<file path="config.mk">
export PLATFORM = sky130hd
export DESIGN_NAME = secure_access_gate
export DESIGN_NICKNAME = d
export VERILOG_FILES = /design/src/rtl/gate_pkg.sv /design/src/rtl/gate_decode.sv /design/src/rtl/gate_acc_reg.sv /design/src/rtl/gate_mode_ctl.sv /design/src/rtl/secure_access_gate.sv
export SDC_FILE = /design/constraint.sdc
export NUM_CORES = 1
export LEC_CHECK = 0
export BUFFER_PORTS_ARGS = -buffer_cell sky130_fd_sc_hd__buf_2
export CORE_ASPECT_RATIO = 1.5
export CORE_MARGIN = 1.5
export CORE_UTILIZATION = 30
export CTS_CLUSTER_SIZE = 16
export DETAILED_ROUTE_END_ITERATION = 10
export MAX_ROUTING_LAYER = met4
export SYNTH_ARGS = -nofsm -noshare
export SYNTH_HDL_FRONTEND = slang
export SYNTH_HIERARCHICAL = 1
export SYNTH_SLANG_ARGS = --single-unit
</file>
<file path="constraint.sdc">
create_clock -name clk -period 4 [get_ports clk]
set_input_delay 0.2 -clock clk [delete_from_list [all_inputs] [get_ports clk]]
set_output_delay 0.2 -clock clk [all_outputs]
set_load 0.01 [all_outputs]
</file>
<file path="src/rtl/gate_pkg.sv">
package gate_pkg;

   // Position of each enable bit in the access register (also the group code)
   typedef enum logic [2:0] {
      GRP_ERR   = 3'd0,
      GRP_IO    = 3'd1,
      GRP_GPIO  = 3'd2,
      GRP_BDMA  = 3'd3,
      GRP_CRYPT = 3'd4,
      GRP_XLAT  = 3'd5,
      GRP_FLASH = 3'd6,
      GRP_BUF   = 3'd7
   } grp_id_e;

   // Control page hits produced by the address decoder
   typedef struct packed {
      logic page;
      logic acc;
      logic mode;
   } ctrl_hit_t;

endpackage

</file>
<file path="src/rtl/gate_decode.sv">
module gate_decode
   import gate_pkg::*;
#(
   parameter int AW        = 12,
   parameter int SEL_W     = 4,
   parameter int NGRP      = 8,
   parameter int CTRL_CODE = 8,
   parameter int ACC_OFS   = 0,
   parameter int MODE_OFS  = 4
) (
   input  logic [AW-1:0]   addr,
   output logic [NGRP-1:0] grp_hit,
   output ctrl_hit_t       ctrl
);
   localparam int OFS_W = AW - SEL_W;

   logic [SEL_W-1:0] code;
   logic [OFS_W-1:0] ofs;

   assign code = addr[AW-1 -: SEL_W];
   assign ofs  = addr[OFS_W-1:0];

   for (genvar g = 0; g < NGRP; g++) begin : g_grp
      assign grp_hit[g] = (code == SEL_W'(g));
   end

   assign ctrl.page = (code == SEL_W'(CTRL_CODE));
   assign ctrl.acc  = ctrl.page && (ofs == OFS_W'(ACC_OFS));
   assign ctrl.mode = ctrl.page && (ofs == OFS_W'(MODE_OFS));

endmodule

</file>
<file path="src/rtl/gate_acc_reg.sv">
module gate_acc_reg #(
   parameter int NGRP = 8
) (
   input  logic            clk,
   input  logic            rst_n,
   input  logic            wr,
   input  logic [NGRP-1:0] wdata,
   input  logic            secure,
   output logic [NGRP-1:0] acc_q
);
   logic [NGRP-1:0] nxt;

   // Secure code writes freely; non-secure code can only drop rights
   always_comb begin
      nxt = acc_q;
      if (wr) nxt = secure ? wdata : (acc_q & wdata);
   end

   always_ff @(posedge clk or negedge rst_n) begin
      if (!rst_n) acc_q <= '0;
      else        acc_q <= nxt;
   end

endmodule

</file>
<file path="src/rtl/gate_mode_ctl.sv">
module gate_mode_ctl #(
   parameter int          DW        = 32,
   parameter logic [31:0] KEEP_MASK = 32'h0000_0042
) (
   input  logic          clk,
   input  logic          rst_n,
   input  logic          sec_enter,
   input  logic          wr,
   input  logic [DW-1:0] wdata,
   output logic          secure,
   output logic [DW-1:0] mode_rd
);
   localparam logic [DW-1:0] KEEP = KEEP_MASK[DW-1:0];

   logic          secure_q;
   logic [DW-1:0] keep_q;

   // Entry pulse dominates; only secure code can leave secure mode
   always_ff @(posedge clk or negedge rst_n) begin
      if (!rst_n) begin
         secure_q <= 1'b1;
         keep_q   <= '0;
      end else begin
         if (sec_enter)                      secure_q <= 1'b1;
         else if (wr && secure_q && !wdata[0]) secure_q <= 1'b0;
         if (wr) keep_q <= wdata & KEEP;
      end
   end

   assign secure  = secure_q;
   assign mode_rd = keep_q | {{(DW-1){1'b0}}, secure_q};

endmodule

</file>
<file path="src/rtl/secure_access_gate.sv">
module secure_access_gate
   import gate_pkg::*;
#(
   parameter int          AW        = 12,
   parameter int          DW        = 32,
   parameter int          NGRP      = 8,
   parameter int          SEL_W     = 4,
   parameter int          CTRL_CODE = 8,
   parameter int          ACC_OFS   = 0,
   parameter int          MODE_OFS  = 4,
   parameter logic [31:0] KEEP_MASK = 32'h0000_0042,
   parameter bit          REG_VIOL  = 1'b1
) (
   input  logic            clk,
   input  logic            rst_n,
   input  logic [AW-1:0]   bus_addr,
   input  logic [DW-1:0]   bus_wdata,
   input  logic            bus_we,
   input  logic            bus_re,
   output logic [DW-1:0]   bus_rdata,
   input  logic [DW-1:0]   per_rdata,
   input  logic            sec_enter,
   output logic [NGRP-1:0] grant,
   output logic            fwd_we,
   output logic            secure_o,
   output logic            viol
);
   // Elaboration-time parameter checks
   if (NGRP > DW) begin : g_bad_w
      $error("access register wider than the data bus");
   end
   if (NGRP >= (1 << SEL_W) || CTRL_CODE < NGRP || CTRL_CODE >= (1 << SEL_W)) begin : g_bad_code
      $error("group codes and control page code do not fit the select field");
   end
   if (KEEP_MASK[0]) begin : g_bad_keep
      $error("keep mask must not include the secure flag");
   end
   if (SEL_W >= AW) begin : g_bad_aw
      $error("select field leaves no offset bits");
   end

   logic [NGRP-1:0] grp_hit;
   ctrl_hit_t       ctrl;
   logic [NGRP-1:0] acc_q;
   logic [DW-1:0]   mode_rd;
   logic [NGRP-1:0] allow;
   logic            access;
   logic            blocked;
   logic [DW-1:0]   rd;

   gate_decode #(
      .AW(AW), .SEL_W(SEL_W), .NGRP(NGRP),
      .CTRL_CODE(CTRL_CODE), .ACC_OFS(ACC_OFS), .MODE_OFS(MODE_OFS)
   ) u_dec (
      .addr    (bus_addr),
      .grp_hit (grp_hit),
      .ctrl    (ctrl)
   );

   gate_acc_reg #(.NGRP(NGRP)) u_acc (
      .clk    (clk),
      .rst_n  (rst_n),
      .wr     (bus_we && ctrl.acc),
      .wdata  (bus_wdata[NGRP-1:0]),
      .secure (secure_o),
      .acc_q  (acc_q)
   );

   gate_mode_ctl #(.DW(DW), .KEEP_MASK(KEEP_MASK)) u_mode (
      .clk       (clk),
      .rst_n     (rst_n),
      .sec_enter (sec_enter),
      .wr        (bus_we && ctrl.mode),
      .wdata     (bus_wdata),
      .secure    (secure_o),
      .mode_rd   (mode_rd)
   );

   // Per-group permission and grant
   assign access  = bus_we || bus_re;
   assign allow   = secure_o ? {NGRP{1'b1}} : acc_q;
   assign grant   = access ? (grp_hit & allow) : '0;
   assign fwd_we  = bus_we && (|grant);
   assign blocked = access && (|(grp_hit & ~allow));

   // Read data: control page, then granted peripheral, else zero
   always_comb begin
      rd = '0;
      if (ctrl.acc)       rd[NGRP-1:0] = acc_q;
      else if (ctrl.mode) rd = mode_rd;
      else if (|grant)    rd = per_rdata;
   end
   assign bus_rdata = bus_re ? rd : '0;

   // Violation pulse: registered (default) or same-cycle variant
   if (REG_VIOL) begin : g_viol_reg
      logic viol_q;
      always_ff @(posedge clk or negedge rst_n) begin
         if (!rst_n) viol_q <= 1'b0;
         else        viol_q <= blocked;
      end
      assign viol = viol_q;
   end else begin : g_viol_comb
      assign viol = blocked;
   end

endmodule

</file>
==> flow_summary.ini <==
[power_and_ir_drop]
pwr-share-seq_pct = 32.6
p_sw_mw = 0.1268
p_leak_nw = 1.185
switching_share_pct = 33.51
p_comb_share_pct = 37.6
internal-power_mw = 0.2515
vdd_drop_max_v = 0.0001746
p_per_area_mw_per_mm2 = 163.2
p_clk_share_pct = 29.8

[drt]
ant_nets = 0
top_layer_used = met4
drt_iter0_drc = 55
wl_met3_um = 280
vias = 1963
wl_met1_um = 1905
wl_per_cell_um = 11.86
dr.pass1.iters = 4
wl_met2_um = 2658
routed_wl_um = 4900
viasPerCell = 4.753
drc = 0

[yosys]
synth.cell_area_sq_mm = 0.001917
avgSynthCellArea_sq_um = 7.547
ys_warn_count = 6
syn_inst = 254

[sta]
period_needed_ps = 2371
fmax_mhz = 421.8
fin_setup_tns_ps = 0
fin_crit_sh_pct = 59.26
hold_viol = 0
relSlewSlack_pct = 65.47
worstMarginPinSlew_ps = 517.9
drv_slew = 0
setup_ws_ps = 1629
rsz0062_at_grt = false
clock-skew-final_ps = 5.638
final-setup-viol-count = 0

[grt]
grt_overflow_total = 0
grt_util_all_layers_pct = 14.30
grt_pass1_vias = 1715
grt_max_degree = 49
grt_pass1_wl_um = 7562
antenna_found_initial = 0

[status]
status = completed

[cells_and_area]
drive_gt1_share_pct = 41.30
layout.cells.non_filler = 413
final_common_cell = buf_2
fin_area_sq_mm = 0.002317
n_antenna_cell = 0
final_core_util_pct = 37.53
final_nets = 421
final_cell_mix = 99 x buf_2, 29 x conb_1, 25 x inv_1, 24 x nand3b_1, 24 x nand3_1
area_delta_synth_final_pct = 20.89

[placed_design]
place_inst = 408
dpl_cell_area_sq_mm = 0.002262
post-dp-hpwl_um = 3904
place.gp.congestion = 0.8462
port_buffers = 99
dp_slack_ps = 1645

[die]
core.rowCount = 35
pin_count = 124
die_w_um = 68.27
die_y_um = 100.9
core_area_sq_mm = 0.006175
die_area_sq_mm = 0.006888
initial_utilization_pct = 31.04

[worst_setup_path]
start_kind = register
path_max_fanout = 25
worstPathRequired_ps = 3800
crit_type = reg2out
endpoint_kind = output port
critPathArrivalTime_ps = 2170

[clock_network]
htree_levels = 1
cts-root-buf = clkbuf_8
post_cts_resized = 0
cts_tree = built
cts_setup_buffers = 0
cts_buffers = 3
clkLatencyLatePin_ps = 240
clkSinkCount = 12
clk_path_buf_depth = 2
clkTransAtPathRegs_ps = 50

[hold_path]
hp-class = in2reg

[run]
drv_cap = 0
==> critical path, cell delays in order (launching register included) <==
cell      delay [ps]
dfstp_2          440
o221ai_1         270
nand4_2          340
nor2_8           530
o21ai_0          160
buf_2            160
==> registers in the layout (all words and copies together), names as in the netlist <==
register	cells
u_acc/acc_q	8
u_mode/secure	1
u_mode/keep_q	2
viol	1
==> power by group through the flow <==
stage / Sequential [mW] / Clock, mW / Combinational, mW
2_1_floorplan: 0.125 / 0 / 0.117
3_5_place_dp: 0.125 / 0 / 0.143
4_1_cts: 0.123 / 0.118 / 0.144
6_report: 0.123 / 0.113 / 0.142
3_3_place_gp: 0.125 / 0 / 0.142
5_1_grt: 0.123 / 0.122 / 0.160
==> through the flow <==
step                      total power, mW  hold WS, ps
after floorplan                    0.2417       -95.59
after global placement             0.2670        89.18
after detailed placement           0.2685        92.13
after CTS                          0.3856        136.5
after global routing               0.4060        147.5
final                              0.3782        146.5
==> path summary, 6_finish.rpt <==
kind                                         startpoint                           end  slack [ps]  depth (start not counted)
min                                           sec_enter     u_mode/secure$_DFFE_PN1P_         150                          2
max in group asynchronous                         rst_n     u_mode/secure$_DFFE_PN1P_        3370                          2
max                           u_mode/secure$_DFFE_PN1P_                 bus_rdata[10]        1630                          5
max reg2reg                   u_mode/secure$_DFFE_PN1P_    u_acc/acc_q[0]$_DFFE_PN0P_        2680                          2
min reg2reg                u_mode/keep_q[6]$_DFFE_PN0P_  u_mode/keep_q[6]$_DFFE_PN0P_         500                          1
min in group asynchronous                         rst_n    u_acc/acc_q[2]$_DFFE_PN0P_         360                          2
==> cell type report <==
class | instances | area, sq um
repair buffers | 104 | 535.5
flip-flops and latches | 12 | 301.5
well taps | 74 | 92.59
inverters | 25 | 93.84
fillers | 674 | 3857
multi-input cells | 194 | 1249
clock buffers | 4 | 45.04
==> routing by layer <==
layer | global-route usage [%] | vias up
met5 | - | -
met1 | 15.01 | 872
li1 | - | 1011
met3 | 0.7821 | 5
met4 | 4.154 | 0
met2 | 27.48 | 75
==> what timing repair did <==
action,CTS,global route
hold buffers,1,0
hold endpoints to repair,11,0
endpoints found under the setup margin,0,0
No activity file was read; power rests on OpenSTA's default activity.
